--- src/rtl/seg_dec_pkg.sv ---
package seg_dec_pkg;

    typedef enum logic [1:0] {
        SEG_NONE = 2'b00,
        SEG_2BIT = 2'b01,
        SEG_4BIT = 2'b10,
        SEG_8BIT = 2'b11
    } seg_mode_e;

    typedef enum logic {
        CFG_SYS = 1'b0,
        CFG_WIN = 1'b1
    } cfg_target_e;

    localparam int SYS_SHARE_BIT = 0;
    localparam int SYS_MODE_LSB  = 1;

    typedef struct packed {
        logic ram1;
        logic ram2;
        logic ext;
        logic ready;
        logic err;
    } req_dec_t;

endpackage

--- src/rtl/seg_cfg_regs.sv ---
module seg_cfg_regs
    import seg_dec_pkg::*;
#(
    parameter int                PAGE_W       = 8,
    parameter int                DATA_W       = 16,
    parameter logic [PAGE_W-1:0] WIN_BASE_RST = 8'h0F,
    parameter logic [PAGE_W-1:0] WIN_MASK_RST = 8'hFF
) (
    input  logic              clk,
    input  logic              rst_n,
    input  logic              wr_en,
    input  logic              wr_sel,
    input  logic [DATA_W-1:0] wr_data,
    input  logic              init_strobe,
    output logic              share,
    output seg_mode_e         mode,
    output logic              locked,
    output logic [PAGE_W-1:0] win_base,
    output logic [PAGE_W-1:0] win_mask
);

    typedef struct packed {
        logic              share;
        seg_mode_e         mode;
        logic              locked;
        logic [PAGE_W-1:0] base;
        logic [PAGE_W-1:0] mask;
    } cfg_state_t;

    cfg_state_t st_d, st_q;

    logic sys_wr_ok;
    logic win_wr_ok;

    always_comb begin
        st_d      = st_q;
        sys_wr_ok = wr_en && (wr_sel == CFG_SYS) && !st_q.locked && !init_strobe;
        win_wr_ok = wr_en && (wr_sel == CFG_WIN);
        if (init_strobe) begin
            st_d.locked = 1'b1;
        end
        if (sys_wr_ok) begin
            st_d.share = wr_data[SYS_SHARE_BIT];
            st_d.mode  = seg_mode_e'(wr_data[SYS_MODE_LSB +: 2]);
        end
        if (win_wr_ok) begin
            st_d.base = wr_data[PAGE_W-1:0];
            st_d.mask = wr_data[2*PAGE_W-1:PAGE_W];
        end
    end

    always_ff @(posedge clk or negedge rst_n) begin
        if (!rst_n) begin
            st_q.share  <= 1'b0;
            st_q.mode   <= SEG_NONE;
            st_q.locked <= 1'b0;
            st_q.base   <= WIN_BASE_RST;
            st_q.mask   <= WIN_MASK_RST;
        end else begin
            st_q <= st_d;
        end
    end

    assign share    = st_q.share;
    assign mode     = st_q.mode;
    assign locked   = st_q.locked;
    assign win_base = st_q.base;
    assign win_mask = st_q.mask;

endmodule

--- src/rtl/seg_fixed_match.sv ---
module seg_fixed_match #(
    parameter int                ADDR_W    = 24,
    parameter int                PAGE_LOG2 = 11,
    parameter logic [ADDR_W-1:0] PAGE_BASE = 24'h00E000
) (
    input  logic [ADDR_W-1:0] addr,
    output logic              hit
);

    localparam int TAG_W = ADDR_W - PAGE_LOG2;
    localparam logic [TAG_W-1:0] PAGE_TAG = PAGE_BASE[ADDR_W-1:PAGE_LOG2];

    logic unused_offset;
    assign unused_offset = ^addr[PAGE_LOG2-1:0];

    assign hit = (addr[ADDR_W-1:PAGE_LOG2] == PAGE_TAG);

endmodule

--- src/rtl/seg_window_match.sv ---
module seg_window_match #(
    parameter int PAGE_W = 8
) (
    input  logic [PAGE_W-1:0] page,
    input  logic [PAGE_W-1:0] base,
    input  logic [PAGE_W-1:0] mask,
    output logic              hit
);

    logic [PAGE_W-1:0] diff;

    always_comb begin
        diff = (page ^ base) & mask;
        hit  = (diff == '0);
    end

endmodule

--- src/rtl/seg_addr_out.sv ---
module seg_addr_out
    import seg_dec_pkg::*;
#(
    parameter int PAGE_W = 8
) (
    input  logic [PAGE_W-1:0] page,
    input  seg_mode_e         mode,
    input  logic              en,
    output logic [PAGE_W-1:0] seg
);

    localparam int NARROW_W = 2;
    localparam int MID_W    = 4;

    for (genvar i = 0; i < PAGE_W; i++) begin : g_bit
        if (i < NARROW_W) begin : g_narrow
            assign seg[i] = en & page[i] & (mode != SEG_NONE);
        end else if (i < MID_W) begin : g_mid
            assign seg[i] = en & page[i] & ((mode == SEG_4BIT) | (mode == SEG_8BIT));
        end else begin : g_wide
            assign seg[i] = en & page[i] & (mode == SEG_8BIT);
        end
    end

endmodule

--- src/rtl/seg_region_decoder.sv ---
module seg_region_decoder
    import seg_dec_pkg::*;
#(
    parameter int                            ADDR_W       = 24,
    parameter int                            OFS_W        = 16,
    parameter int                            DATA_W       = 16,
    parameter int                            RAM1_LOG2    = 11,
    parameter logic [ADDR_W-1:0]             RAM1_BASE    = 24'h00E000,
    parameter logic [ADDR_W-OFS_W-1:0]       WIN_BASE_RST = 8'h0F,
    parameter logic [ADDR_W-OFS_W-1:0]       WIN_MASK_RST = 8'hFF
) (
    input  logic                    clk,
    input  logic                    rst_n,
    input  logic                    req_valid,
    input  logic [ADDR_W-1:0]       req_addr,
    input  logic                    req_word,
    input  logic                    cfg_wr,
    input  logic                    cfg_sel,
    input  logic [DATA_W-1:0]       cfg_wdata,
    input  logic                    init_done,
    input  logic                    core_hold,
    input  logic                    xm_valid,
    input  logic [ADDR_W-1:0]       xm_addr,
    output logic                    sel_ram1,
    output logic                    sel_ram2,
    output logic                    sel_ext,
    output logic                    req_ready,
    output logic                    align_err,
    output logic [ADDR_W-OFS_W-1:0] seg_addr,
    output logic                    xm_sel_ram1
);

    localparam int PAGE_W  = ADDR_W - OFS_W;
    localparam int N_PROBE = 2;
    localparam int P_CORE  = 0;
    localparam int P_XM    = 1;

    logic              cfg_share;
    seg_mode_e         cfg_mode;
    logic              cfg_locked;
    logic [PAGE_W-1:0] win_base;
    logic [PAGE_W-1:0] win_mask;

    logic [ADDR_W-1:0]  probe [N_PROBE];
    logic [N_PROBE-1:0] fixed_hit;
    logic               win_hit;
    req_dec_t           dec;

    seg_cfg_regs #(
        .PAGE_W       (PAGE_W),
        .DATA_W       (DATA_W),
        .WIN_BASE_RST (WIN_BASE_RST),
        .WIN_MASK_RST (WIN_MASK_RST)
    ) u_cfg (
        .clk         (clk),
        .rst_n       (rst_n),
        .wr_en       (cfg_wr),
        .wr_sel      (cfg_sel),
        .wr_data     (cfg_wdata),
        .init_strobe (init_done),
        .share       (cfg_share),
        .mode        (cfg_mode),
        .locked      (cfg_locked),
        .win_base    (win_base),
        .win_mask    (win_mask)
    );

    always_comb begin
        probe[P_CORE] = req_addr;
        probe[P_XM]   = xm_addr;
    end

    for (genvar p = 0; p < N_PROBE; p++) begin : g_probe
        seg_fixed_match #(
            .ADDR_W    (ADDR_W),
            .PAGE_LOG2 (RAM1_LOG2),
            .PAGE_BASE (RAM1_BASE)
        ) u_fix (
            .addr (probe[p]),
            .hit  (fixed_hit[p])
        );
    end

    seg_window_match #(
        .PAGE_W (PAGE_W)
    ) u_win (
        .page (req_addr[ADDR_W-1:OFS_W]),
        .base (win_base),
        .mask (win_mask),
        .hit  (win_hit)
    );

    always_comb begin
        logic live;
        dec.err   = req_valid & req_word & req_addr[0];
        live      = req_valid & ~dec.err;
        dec.ram1  = live & fixed_hit[P_CORE];
        dec.ram2  = live & ~fixed_hit[P_CORE] & win_hit;
        dec.ext   = live & ~fixed_hit[P_CORE] & ~win_hit;
        dec.ready = dec.ram1 | dec.ram2;
    end

    seg_addr_out #(
        .PAGE_W (PAGE_W)
    ) u_seg (
        .page (req_addr[ADDR_W-1:OFS_W]),
        .mode (cfg_mode),
        .en   (dec.ext),
        .seg  (seg_addr)
    );

    assign sel_ram1    = dec.ram1;
    assign sel_ram2    = dec.ram2;
    assign sel_ext     = dec.ext;
    assign req_ready   = dec.ready;
    assign align_err   = dec.err;
    assign xm_sel_ram1 = xm_valid & cfg_share & core_hold & fixed_hit[P_XM];

endmodule

--- config.mk ---
export PLATFORM = sky130hd
export DESIGN_NAME = seg_region_decoder
export DESIGN_NICKNAME = d
export VERILOG_FILES = /design/src/rtl/seg_dec_pkg.sv /design/src/rtl/seg_cfg_regs.sv /design/src/rtl/seg_fixed_match.sv /design/src/rtl/seg_window_match.sv /design/src/rtl/seg_addr_out.sv /design/src/rtl/seg_region_decoder.sv
export SDC_FILE = /design/constraint.sdc
export NUM_CORES = 1
export LEC_CHECK = 0
export ABC_AREA = 1
export BUFFER_PORTS_ARGS = -buffer_cell sky130_fd_sc_hd__buf_2
export CORE_MARGIN = 5
export CORE_UTILIZATION = 25
export CTS_CLUSTER_DIAMETER = 40
export DETAILED_ROUTE_END_ITERATION = 10
export PLACE_DENSITY = 0.52
export SLEW_MARGIN = 20
export SYNTH_ARGS = -nofsm -noshare
export SYNTH_HDL_FRONTEND = slang
export SYNTH_SLANG_ARGS = --single-unit
--- constraint.sdc ---
create_clock -name clk -period 2.2 [get_ports clk]
set_clock_uncertainty 0.2 [all_clocks]
set_input_delay 0.44 -clock clk [delete_from_list [all_inputs] [get_ports clk]]
set_output_delay 0.44 -clock clk [all_outputs]
set_load 0.005 [all_outputs]
==> impl_metrics.json <==
{
  "root_buffer": "clkbuf_8",
  "wl_per_cell_um": 10.5,
  "synthTopCellsByCount": "38 x nand2_1, 28 x inv_1, 12 x dfstp_2, 12 x nor2_1",
  "place_ws_ns": 0.227,
  "grt_max_degree": 25,
  "ys_warn_count": 0,
  "syn_area_sq_um": 1240,
  "firstDrtPassIters": 4,
  "use_met3_pct": 2.13,
  "cp_max_fo": 4,
  "die_area_sq_um": 6450,
  "gp_congestion": 0.717,
  "yosysMostFrequentCell": "nand2_1",
  "syn_area_per_cell_sq_um": 7.73,
  "diodes": 0,
  "synthFlopType": "dfstp_2",
  "synth_edf_count": 0,
  "htreeDepth": 1,
  "grt_antenna_before_repair": 0,
  "insertion_delay_ns": 0.26,
  "slew_headroom_pct": 67.0,
  "cts.sinks": 20,
  "die_h_um": 80.3,
  "cts_made_buffers": 3,
  "post_cts_buffers": 0,
  "postSynthCellCount": 160,
  "drt_iter0_drc": 30,
  "synth-seq-cells": 20,
  "powerDensity_nw_per_um2": 594,
  "cts_tree": "built",
  "met2_usage_pct": 16.2,
  "path_cells": "nand2_2 > nand3_2 > nand2_2 > nor2_4 > nand2_4 > nand2_4 > nor2_2 > buf_2",
  "yosysTopAreaCell": "dfstp_2",
  "tightest_slew_ns": 0.493,
  "initial_utilization_pct": 26.0,
  "final_max_slew_viol_count": 0,
  "cpPeakStageDelay_ns": 0.56,
  "hpwl_mm": 2.51,
  "worst_slack_ns": 0.0544,
  "drive_gt1_share_pct": 52.4,
  "syn2layout_area_growth_pct": 44.0,
  "setup_viol": 0,
  "synth_area_leaders": "dfstp_2 26%, dfrtp_1 16%, nand2_1 12%",
  "status": "finished, final reports clean",
  "p_leak_nw": 0.964,
  "grt_pass1_vias": 1136,
  "vdd.ir_drop.worst_mv": 0.198,
  "grt-ovfl-total": 0,
  "nNetsFinal": 303,
  "die_x_um": 80.3,
  "clk_pin_slew_ns": 0.08,
  "drt_wl_total_mm": 3.12,
  "synth_cell_types": 24,
  "drt-vias-per-instance": 4.02,
  "async_flop_share_pct": 100,
  "vias": 1191,
  "grt.total_usage_pct": 9.73,
  "cp-end-kind": "output pin",
  "period_share_pct": 97.5,
  "startpoint_type": "register",
  "drc": 0,
  "ys_seq_area_share_pct": 41.7,
  "worst_hold_slack_ns": 0.190,
  "hold_viol": 0,
  "max_freq_ghz": 0.466,
  "num_rows": 25,
  "grt_pass1_wl_mm": 4.98,
  "synth_fp_nets": 233,
  "port_buffers": 65,
  "grt_setup_unrepaired": "yes",
  "crit_arrival_ns": 1.51,
  "io_pins": 87,
  "timing.final.crit_period_ns": 2.15,
  "gr-usage-met1_pct": 11.8,
  "min_path_type": "input pin to register",
  "path_class": "register to output pin",
  "antenna_left": 0,
  "critPathSlowestCell": "dfstp_2",
  "core_sq_um": 4750,
  "clock_path_buffers": 2,
  "cp_data_required_time_ns": 1.56,
  "drv_cap": 0,
  "synth_top_cell_area_share_pct": 25.5,
  "grt.busiest_layer": "met2"
}
==> layer usage <==
layer	vias up	part of all wire, %
li1	631	-
met1	517	46
met2	38	44
met3	5	8.1
met4	0	2.0
met5	-	0
==> report_power, final <==
part,switching [mW],internal [mW]
logic,0.123,0.110
registers,0.0277,0.431
clock network,0.124,0.243
==> what timing repair did <==
action                                 CTS  global route
gates resized for setup                  0            16
endpoints found under the hold margin    8             0
hold buffers                             1             0
setup endpoints to repair                0             9
==> cell type report <==
class | count | area (sq um)
Timing Repair Buffer | 66 | 335
Clock inverter | 1 | 30.0
Clock buffer | 3 | 41.3
Sequential cell | 20 | 515
Tap cell | 67 | 83.8
Fill cell | 502 | 2970
Multi-Input combinational cell | 107 | 654
Inverter | 32 | 120
==> flip-flops by register name, indices dropped and copies added, names as in the netlist <==
signal,count
u_cfg.win_base,8
u_cfg.mode,2
u_cfg.share,1
u_cfg.locked,1
u_cfg.win_mask,8
==> cell families (layout without fill, tap and decap cells) <==
| kind of cell | count (synthesis) | in the layout | synth area share, % |
|---|---|---|---|
| AO/OA/AOI/OAI | 15 | 15 | 6.98 |
| buffers and inverters | 34 | 102 | 10.6 |
| flip-flops | 20 | 20 | 41.7 |
| multiplexers | 8 | 8 | 8.50 |
| AND/OR/NAND/NOR | 83 | 84 | 32.2 |
==> cells in the final DEF, fill, tap and decap left out, types with 3 or more instances in the layout <==
cell       n
nor2_1    12
clkbuf_8   3
mux2_1     4
nand2_2    7
mux2_4     4
nand3_1    7
o21ai_1    4
nand2_1   34
nor2_4     3
inv_1     24
inv_2      7
a21oi_1    5
o21ai_0    5
dfrtp_1    8
dfstp_2   12
buf_2     65
nor2_2     9
nand3_2    4
==> per-stage QoR <==
| step | setup TNS (ns) | cells | total power, mW | instance area (sq um) | util (%) |
|---|---|---|---|---|---|
| 6_report | 0 | 296 | 1.06 | 1780 | 37.4 |
| 2_1_floorplan | 0 | 160 | 0.582 | 1240 | - |
| 3_5_place_dp | 0 | 290 | 0.668 | 1630 | 34.4 |
| 3_3_place_gp | 0 | 290 | 0.664 | 1630 | 34.4 |
| 4_1_cts | 0 | 295 | 1.04 | 1720 | 36.1 |
| 5_1_grt | -0.172 | 296 | 1.12 | 1780 | 37.4 |
==> worst paths after layout <==
check | start | end | slack, ns | cells after the start
setup / recovery | u_cfg.win_base[2]$_DFFE_PN1P_ | seg_addr[4] | 0.05 | 8
max in group asynchronous | rst_n | u_cfg.win_mask[4]$_DFFE_PN1P_ | 1.00 | 2
min in group asynchronous | rst_n | u_cfg.mode[0]$_DFFE_PN0P_ | 0.46 | 2
hold reg to reg | u_cfg.locked$_DFFE_PN0P_ | u_cfg.locked$_DFFE_PN0P_ | 0.26 | 2
setup reg to reg | u_cfg.locked$_DFFE_PN0P_ | u_cfg.mode[1]$_DFFE_PN0P_ | 0.88 | 5
hold / removal | cfg_wdata[11] | u_cfg.win_mask[3]$_DFFE_PN1P_ | 0.19 | 2
==> critical path: cells and delay by family (launching register included) <==
family	cells	cell delay, ns
flip-flops	1	0.56
buffers and inverters	1	0.12
AND/OR/NAND/NOR	7	0.57
No activity file was read; power rests on OpenSTA's default activity.
